--- src/rtl/err_q_pkg.sv ---
package err_q_pkg;
  localparam int CODE_W = 16;
  typedef logic signed [CODE_W-1:0] err_code_t;
  localparam err_code_t LOSS_CODE = -16'sd350;
  localparam err_code_t NO_ERR    = '0;
endpackage

--- src/rtl/err_q_ptr.sv ---
module err_q_ptr #(
  parameter int DEPTH = 8,
  localparam int PTR_W = (DEPTH > 1) ? $clog2(DEPTH) : 1
) (
  input  logic             clk,
  input  logic             rst_n,
  input  logic             clr,
  input  logic             adv,
  output logic [PTR_W-1:0] ptr
);
  function automatic logic [PTR_W-1:0] step_ptr(input logic [PTR_W-1:0] p);
    return (p == PTR_W'(DEPTH-1)) ? '0 : p + 1'b1;
  endfunction

  always_ff @(posedge clk or negedge rst_n) begin
    if (!rst_n)   ptr <= '0;
    else if (clr) ptr <= '0;
    else if (adv) ptr <= step_ptr(ptr);
  end
endmodule

--- src/rtl/err_q_store.sv ---
module err_q_store
  import err_q_pkg::*;
#(
  parameter int DEPTH = 8,
  localparam int PTR_W = (DEPTH > 1) ? $clog2(DEPTH) : 1
) (
  input  logic             clk,
  input  logic             we,
  input  logic [PTR_W-1:0] waddr,
  input  err_code_t        wdata,
  input  logic [PTR_W-1:0] raddr,
  output err_code_t        rdata
);
  err_code_t slots [DEPTH];

  always_ff @(posedge clk) begin
    if (we) slots[waddr] <= wdata;
  end

  assign rdata = slots[raddr];
endmodule

--- src/rtl/err_q_ctrl.sv ---
module err_q_ctrl #(
  parameter int DEPTH = 8,
  localparam int CNT_W = $clog2(DEPTH + 1)
) (
  input  logic             clk,
  input  logic             rst_n,
  input  logic             clr,
  input  logic             push,
  input  logic             pop,
  output logic             do_push,
  output logic             do_pop,
  output logic             do_mark,
  output logic [CNT_W-1:0] cnt,
  output logic             not_empty
);
  logic is_full;

  function automatic logic [CNT_W-1:0] next_cnt(input logic [CNT_W-1:0] c,
                                                 input logic inc, input logic dec);
    case ({inc, dec})
      2'b10:   return c + 1'b1;
      2'b01:   return c - 1'b1;
      default: return c;
    endcase
  endfunction

  assign not_empty = (cnt != '0);
  assign is_full   = (cnt == CNT_W'(DEPTH));
  assign do_pop    = !clr && pop && not_empty;
  assign do_push   = !clr && push && (!is_full || do_pop);
  assign do_mark   = !clr && push && is_full && !pop;

  always_ff @(posedge clk or negedge rst_n) begin
    if (!rst_n)   cnt <= '0;
    else if (clr) cnt <= '0;
    else          cnt <= next_cnt(cnt, do_push, do_pop);
  end
endmodule

--- src/rtl/err_queue.sv ---
module err_queue
  import err_q_pkg::*;
#(
  parameter int DEPTH = 8
) (
  input  logic        clk,
  input  logic        rst_n,
  input  logic        clr_i,
  input  logic        push_i,
  input  logic [15:0] push_code_i,
  input  logic        pop_i,
  output logic [15:0] head_code_o,
  output logic        not_empty_o
);
  localparam int PTR_W = (DEPTH > 1) ? $clog2(DEPTH) : 1;
  localparam int CNT_W = $clog2(DEPTH + 1);

  logic             ev_push, ev_pop, ev_mark;
  logic [CNT_W-1:0] occ;
  logic [PTR_W-1:0] wr_ptr, rd_ptr, newest_ptr, waddr;
  err_code_t        wdata, rdata;

  function automatic logic [PTR_W-1:0] back_ptr(input logic [PTR_W-1:0] p);
    return (p == '0) ? PTR_W'(DEPTH-1) : p - 1'b1;
  endfunction

  err_q_ctrl #(.DEPTH(DEPTH)) u_ctrl (
    .clk(clk), .rst_n(rst_n), .clr(clr_i), .push(push_i), .pop(pop_i),
    .do_push(ev_push), .do_pop(ev_pop), .do_mark(ev_mark),
    .cnt(occ), .not_empty(not_empty_o)
  );

  err_q_ptr #(.DEPTH(DEPTH)) u_wr (
    .clk(clk), .rst_n(rst_n), .clr(clr_i), .adv(ev_push), .ptr(wr_ptr)
  );

  err_q_ptr #(.DEPTH(DEPTH)) u_rd (
    .clk(clk), .rst_n(rst_n), .clr(clr_i), .adv(ev_pop), .ptr(rd_ptr)
  );

  assign newest_ptr = back_ptr(wr_ptr);
  assign waddr      = ev_mark ? newest_ptr : wr_ptr;
  assign wdata      = ev_mark ? LOSS_CODE : err_code_t'(push_code_i);

  err_q_store #(.DEPTH(DEPTH)) u_store (
    .clk(clk), .we(ev_push | ev_mark), .waddr(waddr), .wdata(wdata),
    .raddr(rd_ptr), .rdata(rdata)
  );

  assign head_code_o = not_empty_o ? rdata : NO_ERR;
endmodule

--- config.mk ---
export PLATFORM = sky130hd
export DESIGN_NAME = err_queue
export DESIGN_NICKNAME = d
export VERILOG_FILES = /design/src/rtl/err_q_pkg.sv /design/src/rtl/err_q_ptr.sv /design/src/rtl/err_q_store.sv /design/src/rtl/err_q_ctrl.sv /design/src/rtl/err_queue.sv
export SDC_FILE = /design/constraint.sdc
export NUM_CORES = 1
export LEC_CHECK = 0
export CAP_MARGIN = 25
export CORE_AREA = 4 4 127 129
export CTS_CLUSTER_DIAMETER = 100
export DETAILED_ROUTE_END_ITERATION = 8
export DIE_AREA = 0 0 131 133
export DONT_BUFFER_PORTS = 1
export GPL_TIMING_DRIVEN = 0
export PLACE_DENSITY_LB_ADDON = 0.12
export REMOVE_ABC_BUFFERS = 1
export SYNTH_ARGS = -nofsm -noshare
export SYNTH_HDL_FRONTEND = slang
export SYNTH_SLANG_ARGS = --single-unit
--- constraint.sdc ---
create_clock -name clk -period 3.5 [get_ports clk]
set_input_delay 0.175 -clock clk [delete_from_list [all_inputs] [get_ports clk]]
set_output_delay 0.175 -clock clk [all_outputs]
set_load 0.02 [all_outputs]
* Word level (Yosys, flattened, before mapping) *
Memory sizes are Yosys's and may differ from the RTL's.
Index checks and enable logic that the tools add are counted.

cells by class
  bitwise logic cells = 1
  multiplexer cells = 14
  reduce and logical (&&, ||, !) cells = 15
  eq/ne operators = 5
  $add $sub $neg = 5

operators by type and width
  operator                                          number
  2-to-1 mux 16 bit                                 2
  2-to-1 mux 3 bit                                  8
  case mux 4 bit (2 select lines)                   1
  adder 3 x 1 -> 3 bit, second input constant       2
  == test 3 bit, second input constant              2
  logical AND 1 bit                                 6
  adder 4 x 1 -> 4 bit, second input constant       1
  == test 4 bit, second input constant              1
  2-to-1 mux 4 bit                                  1
  nonzero test 2 bit                                2
  nonzero test 4 bit                                1
  subtractor 4 x 1 -> 4 bit, second input constant  1
  logical NOT 1 bit                                 3
  logical NOT 3 bit                                 1
  nonzero test 3 bit                                1
  subtractor 3 x 1 -> 3 bit, second input constant  1
  == test 2 x 1 -> 1 bit, second input constant     1
  == test 2 bit, second input constant              1
  2-to-1 mux 1 bit                                  2
  logical OR 1 bit                                  1
  bitwise OR 1 bit                                  1

word-level totals
  logic and storage cells = 44
  output and inout bits = 17
  memories kept = 1
  flip-flop bits (word level) = 10
  RAM bits = 128

memory list
  name           words  bits a word  rd ports  clocked after memory_dff  wr ports  line               RTL
  u_store.slots  8      16           1         0                         1         err_q_store.sv:14  err_code_t slots [DEPTH];

* Logic depth before layout (Yosys ltp) *
  depth in word-level cells = 8
  depth in mapped cells = 8
  mapped depth without buffers = 7

* Hierarchy *
A second synthesis with hierarchy kept.

second synthesis, totals
  cells, all modules = 310
  area total of the unflattened synthesis = 5955.7 µm²

modules (own cells, without submodules)
  module       area each (µm²)  sequential area each (µm²)  times used  cells each
  err_q_store  4973.5           3843.7                      1           198
  err_q_ctrl   352.8            100.1                       1           38
  err_queue    316.6            0.0                         1           48
  err_q_ptr    156.4            75.1                        2           13

* Worst setup path before layout *
Ideal clock, no wire load.

  path kind = register to register
  start point = reg u_ctrl.cnt[0]
  end point = mem u_store.slots[2][0] in the netlist's numbering (enable)
  period minus slack after synthesis = 3.298 ns
  setup slack = 0.202 ns
  arrival = 2.885 ns
  data required time = 3.087 ns
  cell stages (with the launch flop) = 7
  path through = dfrtp_1 > clkbuf_2 > or4b_4 > buf_6 > or2_4 > o31ai_2 > nor3b_1

on the way
  longest elaborated chain between the ends = 7
  elaborated cells on any way between the ends = 12
  classes of those cells = 1 x eq/ne; 3 x mux; 1 x bitwise; 7 x reduce/logical

ends and longest elaborated chain
  item                                                           line                                RTL
  from (decl)                                                    err_q_ctrl.sv:13                    output logic [CNT_W-1:0] cnt,
  from (signal assigned)                                         err_q_ctrl.sv:36                    else cnt <= next_cnt(cnt, do_push, do_pop);
  == test 4 bit / nonzero test 4 bit (equally long branches)     err_q_ctrl.sv:28, err_q_ctrl.sv:27
  logical NOT 1 bit / logical AND 1 bit (equally long branches)  err_q_ctrl.sv:30, err_q_ctrl.sv:29
  logical OR 1 bit                                               err_q_ctrl.sv:30                    assign do_push = !clr && push && (!is_full || do_pop);
  logical AND 1 bit                                              err_q_ctrl.sv:30
  bitwise OR 1 bit                                               err_queue.sv:46                     .clk(clk), .we(ev_push | ev_mark), .waddr(waddr), .wdata(wdata),
  2-to-1 mux 1 bit                                               err_q_store.sv:17                   if (we) slots[waddr] <= wdata;
  2-to-1 mux 1 bit (not written as such)                         err_q_store.sv:17
  to (decl)                                                      err_q_store.sv:14

Several ways; a longest one is shown, not always the timed one.

* Worst setup path after layout *
  start point = reg u_ctrl.cnt[1]
  end point = mem u_store.slots[2][9] in the netlist's numbering (enable)

The elaborated chain is that of the path after synthesis.

==> impl_metrics.env <==
export IMPL_tns_ps=0
export IMPL_path_cells="or4b_4 -> a211oi_1 -> a21oi_1 -> nor3b_2 -> buf_6"
export IMPL_grt_first_pass_wirelength_mm=18.08
export IMPL_cts_sinks=138
export IMPL_pwr_share_comb=0.130
export IMPL_post_route_period_util=0.8724
export IMPL_crit_slowest_cell="nor3b_2"
export IMPL_cts_hold_buf=5
export IMPL_io_buffers=0
export IMPL_filler_cell_count=1254
export IMPL_drc=0
export IMPL_status="complete, no violations"
export IMPL_worst_pin_slew_ps=883.7
export IMPL_synthMuxAreaShare=0.1543
export IMPL_firstDrtPassIters=6
export IMPL_synth_cell_area_mm2=0.005903
export IMPL_synth_flop_cell="edfxtp_1"
export IMPL_wire_per_inst_um=21.69
export IMPL_drv_slew=0
export IMPL_post_synth_fa_ha_maj_area_fraction=0.01696
export IMPL_finalNetCount=378
export IMPL_cp_arrival_ps=3160
export IMPL_syn_area_per_cell_um2=17.83
export IMPL_finish_utilization=0.4647
export IMPL_die_area_mm2=0.01742
export IMPL_ys_ff_latch=138
export IMPL_antenna_found_initial=0
export IMPL_htree_levels=4
export IMPL_hpwl_mm=7.607
export IMPL_antenna_left=0
export IMPL_critical_path_class="reg -> reg"
export IMPL_cp_end_kind="flip-flop"
export IMPL_multi_input_area_mm2=0.001740
export IMPL_power_frac_clock=0.439
export IMPL_fin_skew_ps=5.782
export IMPL_slew_headroom=0.4109
export IMPL_setup_viol=0
export IMPL_startpoint_type="flip-flop"
export IMPL_clk_pin_slew_ps=60
export IMPL_grt_pass1_vias=3009
export IMPL_wirelength_mm=11.93
export IMPL_mostFrequentLayoutCells="edfxtp_1, mux4_2, nor2_1"
export IMPL_p_sw_frac=0.2341
export IMPL_postCtsSetupRepairBufs=0
export IMPL_yosysWarnings=0
export IMPL_numCtsBuffers=17
export IMPL_path_max_fanout=9
export IMPL_cts_root_buf="clkbuf_16"
export IMPL_row_count=45
export IMPL_drv_cap=0
export IMPL_synth_simple_gate_area_frac=0.07800
export IMPL_final_common_cell="edfxtp_1"
export IMPL_synth_xor_area_frac=0.002967
export IMPL_vias=2979
export IMPL_syn2layout_area_growth_pct=18.33
export IMPL_core_mm2=0.01503
export IMPL_grt_max_degree=35
export IMPL_synth_cells=331
export IMPL_io_pins=38
export IMPL_gr_total_overflow=0
export IMPL_rsz0062_at_grt="no"
export IMPL_drive_gt1_frac=0.2790
export IMPL_start_util=0.3927
export IMPL_p_int_w=0.003426
export IMPL_irDropWorstVdd_mv=0.3930
export IMPL_dr_first_iter_drc_count=202
export IMPL_power_frac_seq=0.431
export IMPL_area_sequential_mm2=0.004096
export IMPL_cts_resized=0
export IMPL_hold_path_class="in -> reg"
export IMPL_p_leak_nw=2.266
export IMPL_via_per_inst=5.416
export IMPL_powerDensity_mw_per_mm2=640.4
export IMPL_cts_tree="built"
export IMPL_clockBufferDepth=2
export IMPL_final_hold_viol_count=0
export IMPL_synth_compound_area_frac=0.03540
export IMPL_clk_latency_ps=410
export IMPL_synth_top_family_by_area="multiplexers"
export IMPL_ys_seq_area_frac=0.6935
export IMPL_place_gp_congestion=0.7607
export IMPL_cp_required_ps=3610
export IMPL_die_height_um=133
export IMPL_synth_edf_count=128
export IMPL_die_x_um=131
export IMPL_period_needed_ps=3053
export IMPL_n_antenna_cell=0
export IMPL_async_flop_share=0.07246
export IMPL_globalRouteTotalUtil=0.1461
export IMPL_max_stage_delay_ps=760
export IMPL_fmax_ghz=0.3275
export IMPL_ys_types=49
export IMPL_power_switching_w=0.001047
[cell families (layout without fill, tap and decap cells)]
| family | after synthesis | after routing |
|---|---|---|
| fa+ha+maj | 8 | 8 |
| buf+inv | 24 | 55 |
| compound gates | 30 | 30 |
| mux | 51 | 51 |
| xor+xnor | 2 | 2 |
| flops | 138 | 138 |
| simple gates | 78 | 78 |
[cells in the mapped netlist, types with 3 or more instances]
cell type,n,share of area
a21oi_1,7,0.0059
buf_2,3,0.0025
clkbuf_1,10,0.0064
dfrtp_1,10,0.042
edfxtp_1,128,0.65
ha_1,8,0.017
inv_1,5,0.0032
mux2i_1,19,0.032
mux4_2,32,0.12
nand2_1,3,0.0019
nand2b_1,5,0.0053
nand3b_1,4,0.0051
nor2_1,23,0.015
nor2b_1,9,0.0095
nor3_1,3,0.0025
nor3b_1,5,0.0064
o21ai_0,9,0.0076
or2_2,12,0.013
[power by group through the flow]
stage / Sequential, W / Clock [W] / Combinational, W
CTS: 0.00193 / 0.00200 / 0.000595
global route: 0.00194 / 0.00207 / 0.000639
global placement: 0.00199 / 0 / 0.000519
detailed placement: 0.00196 / 0 / 0.000583
floorplan: 0.00196 / 0 / 0.000420
finish: 0.00193 / 0.00196 / 0.000582
[critical path, delay by kind of cell, from the launching register on]
family | cells | cell delay, ps
and+or+nand+nor | 2 | 1400
AOI/OAI and AO/OA | 2 | 590
DFF | 1 | 490
buffers and inverters | 1 | 280
[registers in the layout, indices dropped and copies added (netlist names)]
name,flops
u_rd.ptr,3
u_ctrl.cnt,4
u_wr.ptr,3
u_store.slots,128
[layer usage]
metal / up-vias / routed length [um] / share of wire / GRT usage
met5: - / 0 / 0 / 0
met4: 0 / 182 / 0.015 / 0.05143
met3: 13 / 495 / 0.042 / 0.04481
met2: 71 / 5879 / 0.49 / 0.2263
met1: 1541 / 5370 / 0.45 / 0.1949
li1: 1354 / - / - / -
[layout make-up]
type / instances / area share
repair buffers: 18 / 0.03439
multi-input cells: 169 / 0.2491
inverters: 5 / 0.002687
well taps: 188 / 0.03367
clock buffers: 17 / 0.06090
clock inverters: 15 / 0.03278
flip-flops and latches: 138 / 0.5864
[worst paths after layout]
path | endpoint | startpoint | slack, ps | cells after the start
setup / recovery | u_store.slots[2][9]$_DFFE_PP_ | u_ctrl.cnt[1]$_DFFE_PN0P_ | 450 | 5
hold / removal | u_store.slots[4][15]$_DFFE_PP_ | push_code_i[15] | 40 | 1
setup reg to reg | u_store.slots[2][9]$_DFFE_PP_ | u_ctrl.cnt[1]$_DFFE_PN0P_ | 450 | 5
hold reg to reg | u_ctrl.cnt[3]$_DFFE_PN0P_ | u_ctrl.cnt[3]$_DFFE_PN0P_ | 640 | 2
max in group asynchronous | u_rd.ptr[0]$_DFFE_PN0P_ | rst_n | 2950 | 1
min in group asynchronous | u_ctrl.cnt[0]$_DFFE_PN0P_ | rst_n | 170 | 1
[per-stage QoR]
step / std cells / hold slack, ps / area, um^2 / setup WS (ps) / power, W
6_report: 550 / 43.60 / 6985 / 446.5 / 0.004473
5_1_grt: 550 / 40.91 / 6985 / 260.7 / 0.004645
4_1_cts: 549 / 22.04 / 6970 / 410.6 / 0.004524
3_5_place_dp: 512 / -120.3 / 6266 / 417.3 / 0.002548
3_3_place_gp: 500 / -120.3 / 6046 / -1252 / 0.002510
2_1_floorplan: 312 / -120.6 / 5811 / 288.7 / 0.002378
Note: power is estimated with default switching activity, not from simulation.
